**src/rtl/fir_mac_pkg.sv**
```systemverilog
// Shared definitions for the serial FIR multiply-accumulate.
// Assumes: coefficients are formed at elaboration time from integer parameters.
package fir_mac_pkg;

    // Controller states; any other encoding is treated as idle.
    typedef enum logic [1:0] {
        ST_IDLE = 2'd0,
        ST_LOAD = 2'd1,
        ST_EXEC = 2'd2
    } fir_state_e;

    // Coefficient of tap idx: a linear ramp centred on zero.
    function automatic logic signed [31:0] coef_val(input int idx, input int taps, input int step);
        return 32'(step * (idx + 1) - (step * taps) / 2);
    endfunction

endpackage

```
**src/rtl/fir_delay_line.sv**
```systemverilog
// Tap history: TAPS signed words, position 0 holds the newest.
// Assumes: shift_en is a single-cycle strobe per accepted sample; sel < TAPS.
module fir_delay_line #(
    parameter int WIDTH = 16,
    parameter int TAPS  = 8,
    localparam int SEL_W = (TAPS > 1) ? $clog2(TAPS) : 1
) (
    input  logic                    clk,
    input  logic                    rst_n,
    input  logic                    shift_en,
    input  logic signed [WIDTH-1:0] din,
    input  logic [SEL_W-1:0]        sel,
    output logic signed [WIDTH-1:0] dout
);

    logic signed [WIDTH-1:0] line_q [TAPS];

    for (genvar i = 0; i < TAPS; i++) begin : g_stage
        if (i == 0) begin : g_head
            // Newest word enters position 0 on a shift.
            always_ff @(posedge clk) begin
                if (!rst_n)        line_q[0] <= '0;
                else if (shift_en) line_q[0] <= din;
            end
        end else begin : g_body
            // Older words move one position up on a shift.
            always_ff @(posedge clk) begin
                if (!rst_n)        line_q[i] <= '0;
                else if (shift_en) line_q[i] <= line_q[i-1];
            end
        end
    end

    // Read port for the tap currently being processed.
    assign dout = line_q[sel];

    assert_shift_in_R9: assert property (@(posedge clk) disable iff (!rst_n)
        shift_en |=> (line_q[0] == $past(din)));

endmodule

```
**src/rtl/fir_mac_ctrl.sv**
```systemverilog
// Sequencer: waits for a released request, loads the history, then walks
// the tap counter from TAPS-1 down to 0 and pulses finished.
// Assumes: start is synchronous to clk.
module fir_mac_ctrl #(
    parameter int TAPS = 8,
    localparam int SEL_W = (TAPS > 1) ? $clog2(TAPS) : 1
) (
    input  logic             clk,
    input  logic             rst_n,
    input  logic             start,
    output logic             shift_en,
    output logic [SEL_W-1:0] tap_idx,
    output logic             first_step,
    output logic             last_step,
    output logic             step_en,
    output logic             finished
);
    import fir_mac_pkg::*;

    localparam logic [SEL_W-1:0] LAST_IDX = SEL_W'(TAPS - 1);

    fir_state_e       state_q;
    logic             armed_q;
    logic [SEL_W-1:0] cnt_q;
    logic             fin_q;

    // State, arm flag, tap counter and completion pulse.
    always_ff @(posedge clk) begin
        if (!rst_n) begin
            state_q <= ST_IDLE;
            armed_q <= 1'b0;
            cnt_q   <= LAST_IDX;
            fin_q   <= 1'b0;
        end else begin
            fin_q <= 1'b0;
            case (state_q)
                ST_IDLE: begin
                    if (start) begin
                        armed_q <= 1'b1;
                    end else if (armed_q) begin
                        armed_q <= 1'b0;
                        state_q <= ST_LOAD;
                    end
                end
                ST_LOAD: state_q <= ST_EXEC;
                ST_EXEC: begin
                    if (cnt_q == '0) begin
                        cnt_q   <= LAST_IDX;
                        fin_q   <= 1'b1;
                        state_q <= ST_IDLE;
                    end else begin
                        cnt_q <= cnt_q - 1'b1;
                    end
                end
                default: begin
                    state_q <= ST_IDLE;
                    armed_q <= 1'b0;
                    cnt_q   <= LAST_IDX;
                end
            endcase
        end
    end

    // Strobes decoded from the current state and counter.
    always_comb begin
        shift_en   = (state_q == ST_LOAD);
        step_en    = (state_q == ST_EXEC);
        first_step = step_en && (cnt_q == LAST_IDX);
        last_step  = step_en && (cnt_q == '0);
    end

    assign tap_idx  = cnt_q;
    assign finished = fin_q;

    assert_idle_hold_R4: assert property (@(posedge clk) disable iff (!rst_n)
        (state_q == ST_IDLE && start) |=> (state_q == ST_IDLE));
    assert_cnt_bound_R5: assert property (@(posedge clk) disable iff (!rst_n)
        cnt_q <= LAST_IDX);
    assert_cnt_exec_only_R5: assert property (@(posedge clk) disable iff (!rst_n)
        (state_q != ST_EXEC) |=> $stable(cnt_q));
    assert_fin_pulse_R6: assert property (@(posedge clk) disable iff (!rst_n)
        fin_q |=> !fin_q);

endmodule

```
**src/rtl/fir_mac_datapath.sv**
```systemverilog
// Shared multiplier, fractional shift, single accumulator and output register.
// Assumes: first_step and last_step are only high together with step_en.
module fir_mac_datapath #(
    parameter int WIDTH  = 16,
    parameter int TAPS   = 8,
    parameter int C_STEP = 1000,
    localparam int SEL_W = (TAPS > 1) ? $clog2(TAPS) : 1,
    localparam int ACC_W = 2 * WIDTH
) (
    input  logic                    clk,
    input  logic                    rst_n,
    input  logic signed [WIDTH-1:0] sample,
    input  logic [SEL_W-1:0]        tap_idx,
    input  logic                    step_en,
    input  logic                    first_step,
    input  logic                    last_step,
    output logic signed [ACC_W-1:0] y_o
);
    import fir_mac_pkg::*;

    logic signed [WIDTH-1:0] coef_w [TAPS];

    for (genvar i = 0; i < TAPS; i++) begin : g_coef
        localparam logic signed [31:0] CV = coef_val(i, TAPS, C_STEP);
        assign coef_w[i] = CV[WIDTH-1:0];
    end

    logic signed [WIDTH-1:0] coef_sel;
    logic signed [ACC_W-1:0] sample_x, coef_x, prod, prod_fix, acc_next;
    logic signed [ACC_W-1:0] acc_q, y_q;

    // One product per cycle, realigned for fractional format, then summed.
    always_comb begin
        coef_sel = coef_w[tap_idx];
        sample_x = $signed({{WIDTH{sample[WIDTH-1]}}, sample});
        coef_x   = $signed({{WIDTH{coef_sel[WIDTH-1]}}, coef_sel});
        prod     = sample_x * coef_x;
        prod_fix = prod << 1;
        acc_next = first_step ? prod_fix : acc_q + prod_fix;
    end

    // Accumulator register and held output.
    always_ff @(posedge clk) begin
        if (!rst_n) begin
            acc_q <= '0;
            y_q   <= '0;
        end else if (step_en) begin
            acc_q <= acc_next;
            if (last_step) y_q <= acc_next;
        end
    end

    assign y_o = y_q;

    assert_y_hold_R7: assert property (@(posedge clk) disable iff (!rst_n)
        !last_step |=> $stable(y_q));

endmodule

```
**src/rtl/fir_serial_mac.sv**
```systemverilog
// Serial N-tap FIR: one multiplier, one accumulator, one tap per clock.
// Assumes: start is synchronous; a new request is raised only in idle.
module fir_serial_mac #(
    parameter int WIDTH  = 16,
    parameter int TAPS   = 8,
    parameter int C_STEP = 1000,
    localparam int SEL_W = (TAPS > 1) ? $clog2(TAPS) : 1
) (
    input  logic                      clk,
    input  logic                      rst_n,
    input  logic                      start,
    input  logic signed [WIDTH-1:0]   x_in,
    output logic signed [2*WIDTH-1:0] y,
    output logic                      finished
);

    logic             shift_en, step_en, first_step, last_step;
    logic [SEL_W-1:0] tap_idx;
    logic signed [WIDTH-1:0] tap_word;

    fir_mac_ctrl #(.TAPS(TAPS)) u_ctrl (
        .clk(clk), .rst_n(rst_n), .start(start),
        .shift_en(shift_en), .tap_idx(tap_idx),
        .first_step(first_step), .last_step(last_step),
        .step_en(step_en), .finished(finished)
    );

    fir_delay_line #(.WIDTH(WIDTH), .TAPS(TAPS)) u_line (
        .clk(clk), .rst_n(rst_n), .shift_en(shift_en),
        .din(x_in), .sel(tap_idx), .dout(tap_word)
    );

    fir_mac_datapath #(.WIDTH(WIDTH), .TAPS(TAPS), .C_STEP(C_STEP)) u_dp (
        .clk(clk), .rst_n(rst_n), .sample(tap_word), .tap_idx(tap_idx),
        .step_en(step_en), .first_step(first_step), .last_step(last_step),
        .y_o(y)
    );

    assert_reset_clear_R1: assert property (@(posedge clk)
        !rst_n |=> (y == '0 && !finished));
    assert_reset_abandon_R10: assert property (@(posedge clk)
        !rst_n |=> !finished);

endmodule

```
**config.mk**
```make
export PLATFORM = sky130hd
export DESIGN_NAME = fir_serial_mac
export DESIGN_NICKNAME = d
export VERILOG_FILES = /design/src/rtl/fir_mac_pkg.sv /design/src/rtl/fir_delay_line.sv /design/src/rtl/fir_mac_ctrl.sv /design/src/rtl/fir_mac_datapath.sv /design/src/rtl/fir_serial_mac.sv
export SDC_FILE = /design/constraint.sdc
export NUM_CORES = 1
export LEC_CHECK = 0
export BUFFER_PORTS_ARGS = -buffer_cell sky130_fd_sc_hd__buf_2
export CAP_MARGIN = 20
export CORE_MARGIN = 8
export CORE_UTILIZATION = 45
export CTS_CLUSTER_SIZE = 12
export DETAILED_ROUTE_END_ITERATION = 8
export PLACE_DENSITY = 0.62
export REMOVE_ABC_BUFFERS = 1
export SLEW_MARGIN = 10
export SYNTH_ARGS = -nofsm -noshare
export SYNTH_HDL_FRONTEND = slang
export SYNTH_SLANG_ARGS = --single-unit
```
**constraint.sdc**
```tcl
create_clock -name clk -period 13.3 [get_ports clk]
set_input_delay 0 -clock clk [delete_from_list [all_inputs] [get_ports clk]]
set_output_delay 0 -clock clk [all_outputs]
set_load 0.05 [all_outputs]
```
==> flow_summary.toml, run 1 <==
[setup_path]
path_delay_family = "adder cells"
path_max_fanout = 32
rrSetupSlack_ns = 4.03
worstSetupPathType = "flip-flop to flip-flop"
end_kind = "flip-flop"
max_stage_delay_ns = 0.81
slowest_stage = "mux2i_1"
cp_common_cell = "fa_1"
worstSetupPathDepth = 30
crit_buf_inv = 3
cp-start-kind = "flip-flop"
required_ns = 13.72
reg2reg_depth = 30
arrival_ns = 9.69

[layout]
drive_above_1_share_pct = 10.5
final_common_cell = "inv_1"
final_util_pct = 49.5
nets = 1927
area_delta_synth_final_pct = 9.26
final_cell_mix = "inv_1 (190), fa_1 (176), and3_1 (136)"
fillers = 3450
diodes = 0

[logic_synthesis]
synth_area_leaders = "edfxtp_1 (23%), fa_1 (21%), dfxtp_1 (8.8%), ha_1 (8.3%), and3_1 (5.0%)"
synthArstFlopShare_pct = 0
ys_seq_area_share_pct = 31.5
syn_area_um2 = 16900
yosys_most_used_dff = "edfxtp_1"
synth.distinct_cells = 66
yosys.area.top_type = "edfxtp_1"
ys_warn_count = 0
synthCells = 1597
synth_edf_count = 128
avgSynthCellArea_um2 = 10.6
ys_ff_latch = 202
synth_top_area_share_pct = 22.7

[detailed_routing]
routed_wl_mm = 36.3
firstDrtPassIters = 5
ant_nets = 0
drc = 0
wl_per_cell_um = 17.2
vias = 11605
vias_per_cell = 5.50
drt-initial-drc-count = 712

[outcome]
status = "completed"

[clocking]
h-tree-depth = 1
root_buffer = "clkbuf_16"
clk_latency_ns = 0.53
numCtsBuffers = 24
cts_resized = 0
clock_path_buffers = 3
clock_sinks = 202
clk_pin_slew_worst_paths_ns = 0.06
cts_tree = "built"

[grt]
grt_pass1_vias = 11735
grt_max_degree = 130
grt.total_usage_pct = 16.6
antenna_found_initial = 1
grt_overflow = 0
grt_pass1_wl_mm = 60.2

[sta]
tightestPinTransition_ns = 1.08
clock-skew-final_ns = 0.0120
setup_violations = 0
post-route-min-period_ns = 9.27
hold_viol = 0
fmax_mhz = 108
fin_crit_sh_pct = 69.7
max-slew-margin-rel_pct = 28.2
setup-tns-final_ns = 0
rsz0062_at_grt = "no"
report.final.slew_viol_count = 0

[die]
core_area_um2 = 37300
die_w_um = 210
io_pins = 52
die_area_um2 = 44000
initial_utilization_pct = 45.3
rows = 71
die_h_um = 210

[placed_design]
io_buffer_count = 51
hpwl_mm = 27.1
gp_congestion = 0.874

[hold_path]
holdCritPathClass = "input port to flip-flop"
holdPathStages = 3

[flow_run]
drv_cap = 0
-- per-layer routing --
metal / share of wire (%) / wire length, um / track usage [%]
met5: 0 / 0 / 0
met4: 1.9 / 699 / 3.94
met3: 4.7 / 1690 / 2.43
met2: 49 / 17600 / 27.7
met1: 45 / 16300 / 22.6
-- layout make-up --
class                      count  area [um2]  area share, %
clock inverter                 6        45.0          0.244
multi-input combinational   1116       10600           57.1
sequential                   202        5330           28.8
timing repair buffer          86         563           3.05
clock buffer                  35         682           3.69
inverter                     190         713           3.86
tap                          474         593           3.21
-- tightest hold or removal path: cells and delay by family --
kind	cells	cell delay [ns]
buffers and inverters	2	0.50
AO/OA/AOI/OAI	1	0.22
-- worst paths after layout --
| kind | startpoint | end |
|---|---|---|
| setup / recovery | flip-flop | u_dp.acc_q[31] |
| hold / removal | rst_n | u_dp.y_o[4] |
| setup reg to reg | flip-flop | u_dp.acc_q[31] |
| hold reg to reg | u_dp.y_o[0] | u_dp.y_o[0] |
-- synth_stat cells, types with 5 or more instances --
library cell / n
and3_1: 136
a21o_1: 21
nor2b_1: 17
dfxtp_1: 74
buf_2: 7
or2_2: 6
xor2_1: 22
mux2_2: 11
xnor2_1: 36
ha_1: 112
nand4_1: 10
o21ai_0: 48
clkbuf_1: 79
mux4_2: 32
mux2i_1: 26
a21oi_1: 74
nor3_1: 8
o21ai_1: 13
nand2_1: 109
a21boi_0: 5
nor2_1: 96
o211a_1: 23
edfxtp_1: 128
and2_1: 23
fa_1: 176
o21bai_1: 12
inv_1: 190
nand3_1: 17
a211oi_1: 10
nand2b_1: 22
-- logic make-up after synthesis --
kind of cell	count (synthesis)	share of synthesized area, %
and+or+nand+nor	453	13.7
adders and majority gates	288	29.1
buffers and inverters	279	6.24
AOI/OAI and AO/OA	247	9.79
DFF	202	31.5
muxes	69	6.53
xor gates and xnor gates	59	3.14
-- through the flow --
stage / hold WS [ns] / cell area [um2] / setup WS (ns) / cells
3_5_place_dp: 0.319 / 17600 / 4.00 / 2051
6_report: 0.256 / 18500 / 4.03 / 2109
3_3_place_gp: 0.317 / 17600 / 4.17 / 2049
5_1_grt: 0.304 / 18500 / 3.46 / 2109
4_1_cts: 0.262 / 18500 / 3.95 / 2109
2_1_floorplan: 0.0761 / 16600 / 4.38 / 1508
-- timing repair --
item	4_1_cts	5_1_grt
hold endpoints to repair	17	0
buffers inserted	0	0
endpoints found under the setup margin	0	0
hold buffers	17	0
-- sequential cells by signal, summed over array words and instances (netlist names), named ones only --
register / cells
u_dp.acc_q: 32
u_ctrl.tap_idx: 3
u_dp.y_o: 32
u_ctrl.finished: 1
u_line.line_q: 128
u_ctrl.armed_q: 1
u_ctrl.state_q: 2
Power of run 1 is not shown: default switching activity piles up to over one toggle a cycle in this logic, so the estimate is an artifact.
==> inputs of run 2 (changes only) <==
==> constraint.sdc (replaced) <==
create_clock -name clk -period 9.2 [get_ports clk]
set_input_delay 0 -clock clk [delete_from_list [all_inputs] [get_ports clk]]
set_output_delay 0 -clock clk [all_outputs]
set_load 0.05 [all_outputs]
==> run 2 against run 1 <==
  * Final area grew 0.99%
  * Clock-buffer cell count shrank 3
  * Maximum frequency grew 7.4%
  * Setup slack lost 3.5 ns
  * Worst hold slack lost 0.25 ns
  * Final cell count grew 0.71%
  * Non-clock buffer count grew 15
  * Sequential share of layout area shrank 0.27 points
  * Register-to-register slack lost 3.5 ns
  * Routed wire length grew 0.62%
  * Via count grew 0.38%
  * Sequential cell count is the same
  * Critical path type unchanged
  * Critical endpoint unchanged
==> flow_summary.toml, run 2 (synthesis gave the netlist of run 1 again) <==
[layout]
final_cell_mix = "inv_1 (190), fa_1 (176), and3_1 (136)"
nets = 1942
multiInputGateArea_um2 = 10600
seq_area_um2 = 5330
area_delta_synth_final_pct = 10.3
regMostFlops = "u_line.line_q"
drive_above_1_share_pct = 11.3
final_common_cell = "inv_1"
largest_reg_flops = 128
diodes = 0
fillers = 3403

[grt]
grt_max_degree = 132
grt_overflow = 0
grt_pass1_wl_mm = 60.7
grt_pass1_vias = 11643
antenna_found_initial = 0
grt.total_usage_pct = 16.8

[setup_path]
path_max_fanout = 23
cp_common_cell = "fa_1"
max_stage_delay_ns = 0.56
arrival_ns = 9.06
required_ns = 9.63
slowest_stage = "fa_1"
worstSetupPathType = "flip-flop to flip-flop"
end_kind = "flip-flop"
cp-start-kind = "flip-flop"

[clocking]
clk_latency_ns = 0.54
h-tree-depth = 1
cts_tree = "built"
clock_sinks = 202
numCtsBuffers = 24
root_buffer = "clkbuf_16"
clock_path_buffers = 3
clk_pin_slew_worst_paths_ns = 0.06

[detailed_routing]
ant_nets = 0
drc = 0
firstDrtPassIters = 7
routed_wl_mm = 36.6
drt-initial-drc-count = 672
wl_per_cell_um = 17.2
vias = 11649
vias_per_cell = 5.48

[placed_design]
gp_congestion = 0.858
io_buffer_count = 51
hpwl_mm = 27.1
pre_cts_slack_ns = 0.435

[sta]
setup-tns-final_ns = 0
setup_slack_ns = 0.568
report.final.slew_viol_count = 0
fin_crit_sh_pct = 93.8
rsz0062_at_grt = "no"
tightestPinTransition_ns = 1.09
fmax_mhz = 116
clock-skew-final_ns = 0.0176
finalHoldWorstSlack_ns = 0.00667
max-slew-margin-rel_pct = 27.2
setup_violations = 0
hold_viol = 0
post-route-min-period_ns = 8.63

[die]
die_h_um = 210
die_area_um2 = 44000
initial_utilization_pct = 45.3
rows = 71
io_pins = 52
die_w_um = 210
core_area_um2 = 37300

[hold_path]
holdCritPathClass = "input port to flip-flop"

[flow_run]
drv_cap = 0

[outcome]
status = "completed"
==> run 2: worst max-delay path: cells and delay by family (launching register included) <==
kind | cells | cell delay [ns]
adders and majority gates | 8 | 3.61
AOI/OAI and AO/OA | 10 | 1.75
and+or+nand+nor | 3 | 0.40
DFF | 1 | 0.55
muxes | 4 | 0.69
xor gates and xnor gates | 2 | 0.62
buffers and inverters | 5 | 0.89
==> run 2: metal layers <==
metal | track usage, % | vias to the layer above | share of wire (%)
met5 | 0 | - | 0
met4 | 3.86 | 0 | 1.7
met3 | 2.12 | 39 | 5.0
met2 | 27.3 | 230 | 47
met1 | 23.6 | 5834 | 46
li1 | - | 5546 | -
==> run 2: final cells by class <==
| class | instances | area share, % |
|---|---|---|
| timing repair buffer | 101 | 3.88 |
| clock inverter | 9 | 0.463 |
| inverter | 190 | 3.82 |
| multi-input combinational | 1116 | 56.6 |
| sequential | 202 | 28.6 |
| tap | 474 | 3.18 |
| clock buffer | 32 | 3.51 |
==> run 2: worst paths after layout <==
kind                          to  slack (ns)  cells past startpoint   startpoint
hold reg to reg      u_dp.y_o[3]        0.46                      2  u_dp.y_o[3]
hold / removal      u_dp.y_o[12]       0.007                      2        rst_n
setup reg to reg  u_dp.acc_q[31]        0.57                     32    flip-flop
setup / recovery  u_dp.acc_q[31]        0.57                     32    flip-flop
==> run 2: metrics by stage <==
| stage | utilization, % | std cells | area, um2 |
|---|---|---|---|
| floorplan | - | 1508 | 16600 |
| global placement | 47.5 | 2065 | 17700 |
| detailed placement | 47.5 | 2065 | 17700 |
| CTS | 49.9 | 2123 | 18600 |
| global route | 50.0 | 2124 | 18700 |
| finish | 50.0 | 2124 | 18700 |
==> run 2: what timing repair did <==
action,CTS,global route
endpoints found under the hold margin,18,0
setup endpoints to repair,0,2
hold buffers,17,0
buffers inserted,0,0
resized for setup,0,3
Power of run 2 is left out for the same reason.
==> inputs of run 3 (changes only) <==
--- a/config.mk
+++ b/config.mk
@@ -8,10 +8,10 @@
 export BUFFER_PORTS_ARGS = -buffer_cell sky130_fd_sc_hd__buf_2
 export CAP_MARGIN = 20
 export CORE_MARGIN = 8
-export CORE_UTILIZATION = 45
+export CORE_UTILIZATION = 30
 export CTS_CLUSTER_SIZE = 12
 export DETAILED_ROUTE_END_ITERATION = 8
-export PLACE_DENSITY = 0.62
+export PLACE_DENSITY = 0.45
 export REMOVE_ABC_BUFFERS = 1
 export SLEW_MARGIN = 10
 export SYNTH_ARGS = -nofsm -noshare
==> run 3 against run 2 <==
  * Via count shrank 0.19%
  * Critical path type unchanged
  * Global-route usage shrank 4.3 points
  * Setup slack gained 0.19 ns
  * Maximum frequency grew 2.2%
  * Non-clock buffer count grew 18
  * Die area grew 46%
  * Final cell count grew 14%
  * Clock-buffer cell count shrank 1
  * Final area grew 2.7%
==> flow_summary.toml, run 3 (synthesis gave the netlist of run 1 again) <==
[placed_design]
io_buffer_count = 51
gp_congestion = 0.822
pre_cts_slack_ns = 0.541
hpwl_mm = 30.0
placed_area_um2 = 18200

[detailed_routing]
routed-wl-met2_mm = 19.5
ant_nets = 0
drt-initial-drc-count = 608
wl_met1_mm = 19.3
routed.top_layer = "met4"
vias_per_cell = 4.79
firstDrtPassIters = 5
wl_per_cell_um = 16.7
wl_met3_mm = 1.10
drc = 0
vias = 11627
routed_wl_mm = 40.4

[sta]
max-slew-margin-rel_pct = 28.7
rsz0062_at_grt = "no"
setup_violations = 0
tightestPinTransition_ns = 1.04
setup_slack_ns = 0.757
post-route-min-period_ns = 8.44
fmax_mhz = 118
report.final.slew_viol_count = 0
fin_crit_sh_pct = 91.8
clock-skew-final_ns = 0.0173
setup-tns-final_ns = 0
hold_viol = 0

[setup_path]
worstSetupPathType = "flip-flop to flip-flop"
slowest_stage = "dfxtp_4"
path_delay_family = "adder cells"
cp-start-kind = "flip-flop"
required_ns = 9.64
arrival_ns = 8.88
cp_common_cell = "fa_1"
crit_buf_inv = 4
path_max_fanout = 13
end_kind = "flip-flop"
max_stage_delay_ns = 0.53

[clocking]
h-tree-depth = 1
root_buffer = "clkbuf_16"
clk_pin_slew_worst_paths_ns = 0.06
clk_latency_ns = 0.54
numCtsBuffers = 25
clock_sinks = 202
post_cts_buffers = 0
clock_path_buffers = 3
cts_tree = "built"

[layout]
final_util_pct = 34.2
final_common_cell = "inv_1"
fillers = 5761
final_cell_mix = "inv_1 (190), fa_1 (176), and3_1 (136)"
diodes = 0
drive_above_1_share_pct = 12.0
regMostFlops = "u_line.line_q"
largest_reg_flops = 128
nets = 1961
design_area_um2 = 19200
area_delta_synth_final_pct = 13.3

[hold_path]
holdCritPathClass = "input port to flip-flop"
hp-start = "x_in[13]"

[die]
core_area_um2 = 56100
die_w_um = 253
io_pins = 52
initial_utilization_pct = 30.2
die_area_um2 = 64200
rows = 87
die_h_um = 253

[grt]
grt_max_degree = 118
grt.total_usage_pct = 12.5
grt_pass1_wl_mm = 65.3
antenna_found_initial = 0
grt_overflow = 0
grt_pass1_vias = 11944

[flow_run]
drv_cap = 0

[outcome]
status = "completed"
-- run 3: final timing paths --
check	to	slack, ns	cells past startpoint
hold / removal	u_line.line_q[0][13]	0.32	3
setup / recovery	u_dp.acc_q[31]	0.76	31
hold reg to reg	u_dp.y_o[1]	0.46	2
setup reg to reg	u_dp.acc_q[31]	0.76	31
-- run 3: tightest hold or removal path, stage by stage --
cell and delay, ns:
dlygate4sd3_1 0.52, buf_2 0.09, and3_1 0.14
-- run 3: repair_timing --
item | in CTS | in global routing
hold buffers | 21 | 0
hold endpoints to repair | 33 | 0
setup endpoints to repair | 0 | 2
resized for setup | 0 | 1
-- run 3: stage by stage --
step                      hold slack [ns]  std cells
after floorplan                    0.0761       1508
after CTS                           0.285       2427
final                               0.316       2427
after global placement              0.318       2362
after global routing                0.292       2427
after detailed placement            0.320       2362
-- run 3: per-layer routing --
metal,global-route usage (%),vias up
met5,0,-
met4,2.40,0
met3,1.54,41
met2,20.8,123
met1,17.3,5889
li1,-,5574
-- run 3: cell type report --
cell class	count	area (um2)	share of cell area, %
sequential	202	5330	27.8
multi-input combinational	1116	10600	55.1
inverter	190	713	3.72
tap	756	946	4.94
clock inverter	13	98.8	0.516
clock buffer	31	658	3.44
timing repair buffer	119	858	4.48
Power of run 3 is left out for the same reason.
